[src/rtl/fov_pkg.sv]
package fov_pkg;
    localparam int unsigned BYTE_W = 8;

    localparam logic [BYTE_W-1:0] IDX_SHADOW = 8'h16;
    localparam logic [BYTE_W-1:0] IDX_FORCE  = 8'h17;
    localparam logic [BYTE_W-1:0] IDX_RSV_LO = 8'h18;
    localparam logic [BYTE_W-1:0] IDX_RSV_HI = 8'h1D;
    localparam logic [BYTE_W-1:0] IDX_GAME   = 8'h1E;

    localparam logic [BYTE_W-1:0] FORCE_RST  = 8'h03;
    localparam logic [BYTE_W-1:0] GAME_RST   = 8'h80;
    localparam logic [BYTE_W-1:0] SHADOW_RST = 8'h00;
    localparam logic [BYTE_W-1:0] FCR_KEEP   = 8'hCF;

    typedef enum logic {
        ST_LOCKED = 1'b0,
        ST_OPEN   = 1'b1
    } port_state_e;
endpackage

[src/rtl/fov_port_fsm.sv]
module fov_port_fsm
    import fov_pkg::*;
(
    input  logic              clk,
    input  logic              rst_n,
    input  logic              cfg_mode,
    input  logic              cfg_sel_index,
    input  logic              cfg_wr,
    input  logic [BYTE_W-1:0] cfg_wdata,
    output logic [BYTE_W-1:0] index_q,
    output logic              port_open,
    output logic              data_wr
);
    port_state_e state_q, state_d;

    // state register
    always_ff @(posedge clk or negedge rst_n) begin
        if (!rst_n) state_q <= ST_LOCKED;
        else        state_q <= state_d;
    end

    // transitions GO_OPEN / GO_LOCKED
    always_comb begin
        state_d = state_q;
        unique case (state_q)
            ST_LOCKED: if (cfg_mode)  state_d = ST_OPEN;
            ST_OPEN:   if (!cfg_mode) state_d = ST_LOCKED;
            default:   state_d = ST_LOCKED;
        endcase
    end

    // outputs
    always_comb begin
        port_open = 1'b0;
        unique case (state_q)
            ST_LOCKED: port_open = 1'b0;
            ST_OPEN:   port_open = 1'b1;
            default:   port_open = 1'b0;
        endcase
    end

    assign data_wr = port_open && cfg_wr && !cfg_sel_index;

    always_ff @(posedge clk or negedge rst_n) begin
        if (!rst_n)                               index_q <= '0;
        else if (!port_open)                      index_q <= '0;
        else if (cfg_wr && cfg_sel_index)         index_q <= cfg_wdata;
    end
endmodule

[src/rtl/fov_force_regs.sv]
module fov_force_regs
    import fov_pkg::*;
#(
    parameter int unsigned NUM_DRV = 2
) (
    input  logic                 clk,
    input  logic                 rst_n,
    input  logic                 wr_en,
    input  logic [2*NUM_DRV-1:0] wr_bits,
    input  logic                 step_pulse,
    input  logic [NUM_DRV-1:0]   drv_sel,
    input  logic                 raw_dskchg,
    input  logic                 raw_wrprot,
    output logic [NUM_DRV-1:0]   force_dc,
    output logic [NUM_DRV-1:0]   force_wp,
    output logic                 dskchg_out,
    output logic                 wrprot_out
);
    for (genvar d = 0; d < NUM_DRV; d++) begin : g_drv
        localparam int unsigned WP_BIT = NUM_DRV + d;

        // disk-change force: software set, step-on-own-drive clear (clear wins)
        always_ff @(posedge clk or negedge rst_n) begin
            if (!rst_n)                        force_dc[d] <= FORCE_RST[d];
            else if (step_pulse && drv_sel[d]) force_dc[d] <= 1'b0;
            else if (wr_en && wr_bits[d])      force_dc[d] <= 1'b1;
        end

        // write-protect force: plain read/write
        always_ff @(posedge clk or negedge rst_n) begin
            if (!rst_n)     force_wp[d] <= FORCE_RST[WP_BIT];
            else if (wr_en) force_wp[d] <= wr_bits[WP_BIT];
        end
    end

    assign dskchg_out = raw_dskchg || (|(drv_sel & force_dc));
    assign wrprot_out = raw_wrprot || (|(drv_sel & force_wp));
endmodule

[src/rtl/fov_game_dec.sv]
module fov_game_dec
    import fov_pkg::*;
#(
    parameter int unsigned HI_W = 6
) (
    input  logic              clk,
    input  logic              rst_n,
    input  logic              wr_en,
    input  logic [BYTE_W-1:0] wdata,
    input  logic [HI_W-1:0]   addr_hi,
    output logic [BYTE_W-1:0] base_q,
    output logic              game_cs
);
    localparam int unsigned EN_W = BYTE_W - HI_W;

    always_ff @(posedge clk or negedge rst_n) begin
        if (!rst_n)     base_q <= GAME_RST;
        else if (wr_en) base_q <= wdata;
    end

    assign game_cs = (base_q[EN_W-1:0] != '0) && (addr_hi == base_q[BYTE_W-1:EN_W]);
endmodule

[src/rtl/floppy_ovr_cfg.sv]
module floppy_ovr_cfg
    import fov_pkg::*;
#(
    parameter int unsigned NUM_DRV = 2,
    parameter int unsigned HI_W    = 6
) (
    input  logic               clk,
    input  logic               rst_n,
    input  logic               cfg_mode,
    input  logic               cfg_sel_index,
    input  logic               cfg_wr,
    input  logic [BYTE_W-1:0]  cfg_wdata,
    output logic [BYTE_W-1:0]  cfg_rdata,
    input  logic               fcr_wr,
    input  logic [BYTE_W-1:0]  fcr_wdata,
    input  logic               step_pulse,
    input  logic [NUM_DRV-1:0] drv_sel,
    input  logic               raw_dskchg,
    input  logic               raw_wrprot,
    output logic               dskchg_out,
    output logic               wrprot_out,
    input  logic [HI_W-1:0]    io_addr_hi,
    output logic               game_cs
);
    localparam int unsigned FB_W = 2 * NUM_DRV;

    logic [BYTE_W-1:0]  index_q;
    logic               port_open;
    logic               data_wr;
    logic [BYTE_W-1:0]  shadow_q;
    logic [NUM_DRV-1:0] force_dc;
    logic [NUM_DRV-1:0] force_wp;
    logic [BYTE_W-1:0]  game_base;
    logic [BYTE_W-1:0]  force_view;

    fov_port_fsm u_fsm (
        .clk          (clk),
        .rst_n        (rst_n),
        .cfg_mode     (cfg_mode),
        .cfg_sel_index(cfg_sel_index),
        .cfg_wr       (cfg_wr),
        .cfg_wdata    (cfg_wdata),
        .index_q      (index_q),
        .port_open    (port_open),
        .data_wr      (data_wr)
    );

    fov_force_regs #(.NUM_DRV(NUM_DRV)) u_force (
        .clk       (clk),
        .rst_n     (rst_n),
        .wr_en     (data_wr && (index_q == IDX_FORCE)),
        .wr_bits   (cfg_wdata[FB_W-1:0]),
        .step_pulse(step_pulse),
        .drv_sel   (drv_sel),
        .raw_dskchg(raw_dskchg),
        .raw_wrprot(raw_wrprot),
        .force_dc  (force_dc),
        .force_wp  (force_wp),
        .dskchg_out(dskchg_out),
        .wrprot_out(wrprot_out)
    );

    fov_game_dec #(.HI_W(HI_W)) u_game (
        .clk    (clk),
        .rst_n  (rst_n),
        .wr_en  (data_wr && (index_q == IDX_GAME)),
        .wdata  (cfg_wdata),
        .addr_hi(io_addr_hi),
        .base_q (game_base),
        .game_cs(game_cs)
    );

    // read-only copy of the UART FIFO control writes
    always_ff @(posedge clk or negedge rst_n) begin
        if (!rst_n)      shadow_q <= SHADOW_RST;
        else if (fcr_wr) shadow_q <= fcr_wdata & FCR_KEEP;
    end

    always_comb begin
        force_view = '0;
        force_view[NUM_DRV-1:0] = force_dc;
        force_view[FB_W-1:NUM_DRV] = force_wp;
    end

    always_comb begin
        cfg_rdata = '0;
        if (port_open) begin
            if (cfg_sel_index)              cfg_rdata = index_q;
            else if (index_q == IDX_SHADOW) cfg_rdata = shadow_q;
            else if (index_q == IDX_FORCE)  cfg_rdata = force_view;
            else if (index_q == IDX_GAME)   cfg_rdata = game_base;
            else                            cfg_rdata = '0; // 0x18..0x1D and others
        end
    end
endmodule

[config.mk]
export PLATFORM = sky130hd
export DESIGN_NAME = floppy_ovr_cfg
export DESIGN_NICKNAME = d
export VERILOG_FILES = /design/src/rtl/fov_pkg.sv /design/src/rtl/fov_port_fsm.sv /design/src/rtl/fov_force_regs.sv /design/src/rtl/fov_game_dec.sv /design/src/rtl/floppy_ovr_cfg.sv
export SDC_FILE = /design/constraint.sdc
export NUM_CORES = 1
export LEC_CHECK = 0
export ABC_CLOCK_PERIOD_IN_PS = 3400
export BUFFER_PORTS_ARGS = -buffer_cell sky130_fd_sc_hd__buf_4
export CORE_MARGIN = 3
export CORE_UTILIZATION = 45
export DETAILED_ROUTE_END_ITERATION = 7
export PLACE_DENSITY = 0.69
export SLEW_MARGIN = 25
export SYNTH_ARGS = -nofsm -noshare
export SYNTH_HDL_FRONTEND = slang
export SYNTH_SLANG_ARGS = --single-unit
[constraint.sdc]
create_clock -name clk -period 3.4 [get_ports clk]
set_clock_uncertainty 0.15 [all_clocks]
set_input_delay 0.17 -clock clk [delete_from_list [all_inputs] [get_ports clk]]
set_output_delay 0.17 -clock clk [all_outputs]
set_load 0.05 [all_outputs]
==> results of run 1 <==
==> cells by family after synthesis <==
kind of cell | share of synthesized area, %
AO/OA/AOI/OAI | 13.4
multiplexers | 15.6
AND/OR/NAND/NOR | 18.3
buffers and inverters | 3.45
XOR/XNOR | 3.53
flip-flops | 45.7
==> final cells by class <==
cell class              count  area [sq um]  area share [%]
clock inverters             1          8.76           0.418
well taps                  44          55.1            2.63
flip-flops and latches     27           679            32.4
repair buffers             67           568            27.1
inverters                   1          3.75           0.179
clock buffers               3          22.5            1.08
multi-input cells         100           757            36.1
==> through the flow <==
| stage | cell area (sq um) | hold WS [ps] |
|---|---|---|
| 3_3_place_gp | 1800 | -49.0 |
| 3_5_place_dp | 1800 | -46.2 |
| 2_1_floorplan | 1490 | -276 |
| 5_1_grt | 2090 | 37.4 |
| 4_1_cts | 2090 | 28.5 |
| 6_report | 2090 | 52.1 |
==> state kept, by name, indices dropped and copies added (netlist names) <==
| name | cells |
|---|---|
| u_force.force_dc | 2 |
| u_force.force_wp | 2 |
| shadow_q | 6 |
| u_fsm.index_q | 8 |
| u_game.base_q | 8 |
| u_fsm.state_q | 1 |
==> report_power, final <==
part,internal [W],leakage [nW],switching (W)
clock,0.0000480,0.0183,0.000105
combinational,0.0000755,0.560,0.0000549
sequential,0.000333,0.347,0.0000139
==> repair_timing <==
action                    in CTS  in global routing
hold buffers                  26                  0
hold endpoints to repair      54                  0
gates resized for setup        0                  0
==> layer usage <==
layer / global-route usage, % / up-vias / part of all wire, %
met2: 34.6 / 31 / 50
met1: 26.3 / 652 / 46
met3: 4.81 / 2 / 4.2
met4: 2.43 / 0 / 0.35
li1: - / 628 / -
met5: 0 / - / 0
==> final timing paths <==
kind / endpoint / slack (ps)
setup reg to reg: u_game.base_q[6] / 1380
min in group asynchronous: u_force.force_wp[0] / 120
setup / recovery: cfg_rdata[2] / 1130
hold / removal: u_fsm.index_q[7] / 50
max in group asynchronous: u_force.force_dc[0] / 2670
hold reg to reg: u_game.base_q[0] / 410
==> tightest hold or removal path, delay by kind of cell <==
kind,cells,cell delay (ps)
AOI/OAI and AO/OA,1,70
buffers and inverters,1,180
and+or+nand+nor,1,80
==> cell usage in the layout (no fill, tap or decap), types with 4 or more instances in the layout <==
cell	count
sky130_fd_sc_hd__nand2_1	13
sky130_fd_sc_hd__dfrtp_1	24
sky130_fd_sc_hd__dlygate4sd3_1	26
sky130_fd_sc_hd__nand3_1	15
sky130_fd_sc_hd__buf_4	41
sky130_fd_sc_hd__o21ai_0	4
sky130_fd_sc_hd__mux2_2	18
sky130_fd_sc_hd__a21boi_0	12
==> impl_metrics.prom, run 1 <==
# TYPE chip_impl_metric gauge
chip_impl_info{name="result_of_the_run",value="finished, final reports clean"} 1
chip_impl_metric{name="synthesis.area_per_instance",unit="sq um"} 10.8
chip_impl_metric{name="worst-slew-pin-transition",unit="ps"} 514
chip_impl_metric{name="worstHoldPathCells",unit=""} 3
chip_impl_metric{name="post_synth_edffs",unit=""} 0
chip_impl_info{name="worstSetupStartpoint",value="u_fsm.index_q[5]"} 1
chip_impl_info{name="hold_path.class",value="input port to register"} 1
chip_impl_metric{name="clk_path_buf_depth",unit=""} 2
chip_impl_metric{name="post_synth_inst_count",unit=""} 138
chip_impl_metric{name="pre_cts_setup_slack",unit="ps"} 1390
chip_impl_metric{name="yosysSeqAreaShare",unit="%"} 45.7
chip_impl_metric{name="finish.net_count",unit=""} 233
chip_impl_metric{name="final.fill_count",unit=""} 276
chip_impl_metric{name="required",unit="ps"} 3080
chip_impl_metric{name="power_density",unit="nW/um^2"} 301
chip_impl_metric{name="post_synth_instance_area",unit="sq um"} 1490
chip_impl_metric{name="finalWeightedCongestion",unit=""} 0.772
chip_impl_metric{name="detailedPlacementHpwl",unit="um"} 2570
chip_impl_metric{name="static-leakage-power",unit="nW"} 0.926
chip_impl_metric{name="postSynth.asyncResetShare",unit="%"} 100
chip_impl_metric{name="num_io_pins",unit=""} 44
chip_impl_info{name="cpMaxStageDelayCell",value="sky130_fd_sc_hd__dfrtp_1"} 1
chip_impl_metric{name="synth.lib_cells_used.distinct",unit=""} 33
chip_impl_metric{name="antenna_found_initial",unit=""} 0
chip_impl_metric{name="max_cap_violations",unit=""} 0
chip_impl_metric{name="final_period_minus_worst_setup_slack",unit="ps"} 2270
chip_impl_metric{name="crit_cells",unit=""} 4
chip_impl_metric{name="timing.critical_path.fanout_max",unit=""} 8
chip_impl_metric{name="first_iter_violations",unit=""} 53
chip_impl_metric{name="tritoncts.num_buffers",unit=""} 3
chip_impl_info{name="leading_cell_types_by_count_after_synthesis",value="24 x sky130_fd_sc_hd__dfrtp_1, 18 x sky130_fd_sc_hd__mux2_2, 15 x sky130_fd_sc_hd__nand3_1, 13 x sky130_fd_sc_hd__nand2_1, 12 x sky130_fd_sc_hd__a21boi_0"} 1
chip_impl_metric{name="count_of_placed_standard_cells_including_taps",unit=""} 213
chip_impl_metric{name="post-route-period-util",unit="%"} 66.7
chip_impl_metric{name="floorplan.core_area",unit="sq um"} 3100
chip_impl_metric{name="clkSlewWorstSetupHoldPaths",unit="ps"} 170
chip_impl_metric{name="place.port_buffers",unit=""} 41
chip_impl_metric{name="area_growth_syn_to_layout",unit="%"} 40.8
chip_impl_metric{name="routed_wl",unit="um"} 3750
chip_impl_metric{name="final.setup.worst_slack",unit="ps"} 1130
chip_impl_metric{name="ys_ff_latch",unit=""} 27
chip_impl_info{name="synth.top_cells.by_area",value="sky130_fd_sc_hd__dfrtp_1 40%, sky130_fd_sc_hd__mux2_2 14%, sky130_fd_sc_hd__a21boi_0 6.1%"} 1
chip_impl_metric{name="cts.sink_count",unit=""} 27
chip_impl_metric{name="die-area",unit="sq um"} 4030
chip_impl_metric{name="cp.buffers_inverters",unit=""} 1
chip_impl_metric{name="htree_levels",unit=""} 1
chip_impl_info{name="cts_tree",value="done"} 1
chip_impl_metric{name="timing.final.hold_violations",unit=""} 0
chip_impl_info{name="yosys.area.top_type",value="sky130_fd_sc_hd__dfrtp_1"} 1
chip_impl_info{name="start_kind",value="register"} 1
chip_impl_metric{name="finalSetupViolCount",unit=""} 0
chip_impl_metric{name="insertedDiodeCount",unit=""} 0
chip_impl_info{name="timing.critical_path.max_delay_family",value="simple AND/OR/NAND/NOR gates"} 1
chip_impl_metric{name="drive_above_1_share",unit="%"} 34.2
chip_impl_metric{name="via_count_of_the_first_global_routing_pass",unit=""} 1350
chip_impl_metric{name="cts.repair_timing.setup_buffer_count",unit=""} 0
chip_impl_metric{name="combined_global_route_utilization_of_all_metal_layers",unit="%"} 20.1
chip_impl_info{name="library_cell_used_as_clock_root_buffer",value="sky130_fd_sc_hd__clkbuf_4"} 1
chip_impl_metric{name="insertion_delay",unit="ps"} 340
chip_impl_info{name="critical_path_endpoint_category",value="output port"} 1
chip_impl_metric{name="fmax",unit="GHz"} 0.441
chip_impl_metric{name="dr_total_vias",unit=""} 1313
chip_impl_metric{name="route.antenna.remaining_nets",unit=""} 0
chip_impl_metric{name="grt_max_degree",unit=""} 28
chip_impl_info{name="yosys_most_used_dff",value="sky130_fd_sc_hd__dfrtp_1"} 1
chip_impl_metric{name="route.detailed.drc",unit=""} 0
chip_impl_metric{name="cp_slowest_stage_delay",unit="ps"} 460
chip_impl_metric{name="arrival",unit="ps"} 1950
chip_impl_metric{name="report.final.slew_viol_count",unit=""} 0
chip_impl_metric{name="slew_headroom",unit="%"} 65.7
chip_impl_metric{name="gr-total-overflow",unit=""} 0
chip_impl_metric{name="initial_drt_pass_iterations",unit=""} 4
chip_impl_metric{name="worst_ir_drop_on_vdd",unit="uV"} 322
chip_impl_metric{name="routedWlPerCell",unit="um"} 15.4
chip_impl_metric{name="ff2ff_path_depth",unit=""} 3
chip_impl_metric{name="fin_cells",unit=""} 243
chip_impl_info{name="rsz0062_at_grt",value="no"} 1
chip_impl_info{name="timing_worst_setup_path_type",value="register to output port"} 1
chip_impl_info{name="cell_chain_of_the_critical_path",value="nor4b_4 -> nand4_1 -> o21ai_0 -> buf_4"} 1
chip_impl_metric{name="power",unit="W"} 0.000630
chip_impl_metric{name="yosys_warnings",unit=""} 0
chip_impl_info{name="synth_most_common_cell",value="sky130_fd_sc_hd__dfrtp_1"} 1
chip_impl_metric{name="first_pass_grt_wire_length",unit="um"} 6470
chip_impl_metric{name="finalCoreUtilization",unit="%"} 67.5
chip_impl_metric{name="drt-vias-per-instance",unit=""} 5.40
chip_impl_metric{name="finalSetupTns",unit="ps"} 0
chip_impl_info{name="worstReg2RegStart",value="u_fsm.index_q[5]"} 1
chip_impl_info{name="critical_hold_path_startpoint",value="cfg_sel_index"} 1
chip_impl_metric{name="fp-row-count",unit=""} 20
chip_impl_metric{name="syn-num-nets",unit=""} 171
chip_impl_metric{name="y_dimension_of_the_die",unit="um"} 63.5
chip_impl_metric{name="floorplan.die.width",unit="um"} 63.5
chip_impl_metric{name="initial_utilization",unit="%"} 47.9
chip_impl_metric{name="synth_largest_type_area_fraction",unit="%"} 40.4
No activity file was read; power rests on OpenSTA's default activity.
==> inputs of run 2 (changes only) <==
--- a/config.mk
+++ b/config.mk
@@ -5,12 +5,12 @@
 export SDC_FILE = /design/constraint.sdc
 export NUM_CORES = 1
 export LEC_CHECK = 0
-export ABC_CLOCK_PERIOD_IN_PS = 3400
+export ABC_CLOCK_PERIOD_IN_PS = 2040
 export BUFFER_PORTS_ARGS = -buffer_cell sky130_fd_sc_hd__buf_4
 export CORE_MARGIN = 3
 export CORE_UTILIZATION = 45
 export DETAILED_ROUTE_END_ITERATION = 7
-export PLACE_DENSITY = 0.69
+export PLACE_DENSITY = 0.72
 export SLEW_MARGIN = 25
 export SYNTH_ARGS = -nofsm -noshare
 export SYNTH_HDL_FRONTEND = slang
==> constraint.sdc (replaced) <==
create_clock -name clk -period 2.04 [get_ports clk]
set_clock_uncertainty 0.15 [all_clocks]
set_input_delay 0.102 -clock clk [delete_from_list [all_inputs] [get_ports clk]]
set_output_delay 0.102 -clock clk [all_outputs]
set_load 0.05 [all_outputs]
==> run 2 against run 1 <==
Compared with the run above:
- core utilization up 5.2 points
- combinational power up 92%
- the flow now finishes with violations (negative setup slack)
- final area up 7.7%
- critical path type unchanged
==> impl_metrics.prom, run 2 (synthesized netlist as in run 1, its figures left out) <==
# TYPE chip_impl_metric gauge
chip_impl_metric{name="initial_utilization",unit="%"} 47.9
chip_impl_info{name="most-common-layout-cells",value="48 x sky130_fd_sc_hd__buf_4, 29 x sky130_fd_sc_hd__dlygate4sd3_1, 22 x sky130_fd_sc_hd__dfrtp_1"} 1
chip_impl_metric{name="dr_total_vias",unit=""} 1356
chip_impl_metric{name="route.detailed.drc",unit=""} 0
chip_impl_metric{name="htree_levels",unit=""} 1
chip_impl_metric{name="required",unit="ps"} 1790
chip_impl_metric{name="timing.final.hold_violations",unit=""} 0
chip_impl_info{name="largestRegisters",value="u_fsm.index_q (8), u_game.base_q (8), shadow_q (6)"} 1
chip_impl_metric{name="final_period_minus_worst_setup_slack",unit="ps"} 2060
chip_impl_metric{name="place.port_buffers",unit=""} 41
chip_impl_info{name="timing.critical_path.max_delay_family",value="simple AND/OR/NAND/NOR gates"} 1
chip_impl_info{name="failed_checks",value="negative setup slack"} 1
chip_impl_metric{name="num_io_pins",unit=""} 44
chip_impl_metric{name="area_growth_syn_to_layout",unit="%"} 51.6
chip_impl_metric{name="gr-total-overflow",unit=""} 0
chip_impl_metric{name="worst_ir_drop_on_vdd",unit="uV"} 369
chip_impl_metric{name="routedWlPerCell",unit="um"} 15.5
chip_impl_metric{name="report.final.slew_viol_count",unit=""} 0
chip_impl_metric{name="die-area",unit="sq um"} 4030
chip_impl_metric{name="via_count_of_the_first_global_routing_pass",unit=""} 1415
chip_impl_metric{name="post-route-period-util",unit="%"} 101
chip_impl_metric{name="power_density",unit="nW/um^2"} 468
chip_impl_metric{name="first_iter_violations",unit=""} 89
chip_impl_metric{name="detailedPlacementHpwl",unit="um"} 2650
chip_impl_metric{name="tritoncts.num_buffers",unit=""} 3
chip_impl_metric{name="pre_cts_setup_slack",unit="ps"} 203
chip_impl_metric{name="drive_above_1_share",unit="%"} 41.8
chip_impl_metric{name="seq_area",unit="sq um"} 682
chip_impl_metric{name="slew_headroom",unit="%"} 73.4
chip_impl_metric{name="arrival",unit="ps"} 1810
chip_impl_metric{name="clk_path_buf_depth",unit=""} 2
chip_impl_info{name="critical_path_endpoint_category",value="output port"} 1
chip_impl_metric{name="worst-slew-pin-transition",unit="ps"} 393
chip_impl_info{name="library_cell_used_as_clock_root_buffer",value="sky130_fd_sc_hd__clkbuf_4"} 1
chip_impl_info{name="timing_worst_setup_path_type",value="register to output port"} 1
chip_impl_metric{name="finalCoreUtilization",unit="%"} 72.7
chip_impl_info{name="cts_tree",value="done"} 1
chip_impl_info{name="cpMaxStageDelayCell",value="sky130_fd_sc_hd__dfrtp_1"} 1
chip_impl_info{name="start_kind",value="register"} 1
chip_impl_info{name="result_of_the_run",value="finished, violations left"} 1
chip_impl_metric{name="fmax",unit="GHz"} 0.485
chip_impl_metric{name="drt-vias-per-instance",unit=""} 5.28
chip_impl_metric{name="insertion_delay",unit="ps"} 330
chip_impl_metric{name="finalWeightedCongestion",unit=""} 0.758
chip_impl_metric{name="cts.sink_count",unit=""} 27
chip_impl_metric{name="timing.critical_path.fanout_max",unit=""} 5
chip_impl_info{name="cell_chain_of_the_critical_path",value="nor4b_4 -> buf_4 -> nand4_1 -> o21ai_2 -> buf_6"} 1
chip_impl_info{name="rsz0062_at_grt",value="yes"} 1
chip_impl_info{name="hold_path.class",value="input port to asynchronous set/reset pin"} 1
chip_impl_metric{name="final.setup.worst_slack",unit="ps"} -21.1
chip_impl_metric{name="clkSlewWorstSetupHoldPaths",unit="ps"} 150
chip_impl_metric{name="insertedDiodeCount",unit=""} 0
chip_impl_metric{name="floorplan.die.width",unit="um"} 63.5
chip_impl_metric{name="grt_max_degree",unit=""} 28
chip_impl_info{name="mostFrequentLayoutCell",value="sky130_fd_sc_hd__buf_4"} 1
chip_impl_metric{name="initial_drt_pass_iterations",unit=""} 4
chip_impl_metric{name="multiInputGateArea",unit="sq um"} 792
chip_impl_metric{name="route.antenna.remaining_nets",unit=""} 0
chip_impl_metric{name="cp_slowest_stage_delay",unit="ps"} 430
chip_impl_metric{name="finalSetupViolCount",unit=""} 3
chip_impl_metric{name="static-leakage-power",unit="nW"} 1.00
chip_impl_metric{name="finish.net_count",unit=""} 247
chip_impl_metric{name="floorplan.core_area",unit="sq um"} 3100
chip_impl_metric{name="routed_wl",unit="um"} 3980
chip_impl_metric{name="y_dimension_of_the_die",unit="um"} 63.5
chip_impl_metric{name="combined_global_route_utilization_of_all_metal_layers",unit="%"} 21.2
chip_impl_metric{name="antenna_found_initial",unit=""} 0
chip_impl_metric{name="final.fill_count",unit=""} 243
chip_impl_metric{name="cp.buffers_inverters",unit=""} 2
chip_impl_metric{name="max_cap_violations",unit=""} 0
chip_impl_metric{name="fp-row-count",unit=""} 20
chip_impl_metric{name="first_pass_grt_wire_length",unit="um"} 6820
[run 2: cell types whose count changed in the layout (fill, tap and decap cells not counted), moves of 3 or more]
cell	previous run	this run
sky130_fd_sc_hd__a21boi_0	12	8
sky130_fd_sc_hd__a21boi_1	0	3
sky130_fd_sc_hd__buf_4	41	48
sky130_fd_sc_hd__buf_6	0	4
sky130_fd_sc_hd__dlygate4sd3_1	26	29
sky130_fd_sc_hd__o21ai_0	4	0
sky130_fd_sc_hd__o21ai_2	0	3
[run 2: metrics by stage]
stage,hold slack (ps),instances,power (W),TNS (ps),cell area (sq um)
2_1_floorplan,-344,138,0.000671,-889,1490
3_3_place_gp,-120,218,0.000755,0,1850
3_5_place_dp,-117,218,0.000761,0,1850
4_1_cts,59.2,251,0.00104,-64.6,2180
5_1_grt,76.1,257,0.00111,-687,2260
6_report,54.3,257,0.00106,-50.3,2260
[run 2: area by class of cell]
| type | count | share of cell area, % |
|---|---|---|
| Sequential cell | 27 | 30.2 |
| Clock buffer | 3 | 0.998 |
| Multi-Input combinational cell | 100 | 35.1 |
| Inverter | 1 | 0.166 |
| Clock inverter | 1 | 0.222 |
| Tap cell | 44 | 2.44 |
| Timing Repair Buffer | 81 | 30.8 |
[run 2: path summary, 6_finish.rpt]
path | from | endpoint | slack [ps] | cells after the start
max in group asynchronous | rst_n | u_game.base_q[7] | 1370 | 2
setup reg to reg | u_fsm.index_q[5] | u_game.base_q[6] | 200 | 3
setup / recovery | u_fsm.index_q[5] | cfg_rdata[1] | -20 | 5
hold / removal | rst_n | u_fsm.index_q[2] | 50 | 2
min in group clk | cfg_mode | u_fsm.state_q | 280 | 2
hold reg to reg | u_game.base_q[1] | u_game.base_q[1] | 420 | 1
[run 2: power breakdown]
part	switching [W]	total (W)	internal, W
Sequential	0.0000170	0.000573	0.000556
Combinational	0.000106	0.000249	0.000143
Clock	0.000162	0.000235	0.0000736
[run 2: metal layers]
layer,vias up,part of all wire [%],track usage (%)
met5,-,0,0
met4,0,0.93,5.12
met3,5,5.5,2.85
met2,46,51,35.5
met1,650,43,28.8
li1,655,-,-
[run 2: what timing repair did]
action | in CTS | in global routing
resized for setup | 6 | 10
hold buffers | 29 | 0
pin swaps | 2 | 4
endpoints found under the setup margin | 3 | 8
hold endpoints to repair | 54 | 0
setup buffers | 0 | 6
cloned | 0 | 0
[run 2: worst reg2reg max path, stage by stage, from the launching register on]
cell and delay, ps:
sky130_fd_sc_hd__dfrtp_1 430, sky130_fd_sc_hd__nor4b_4 300, sky130_fd_sc_hd__and4_1 470, sky130_fd_sc_hd__mux2_2 390
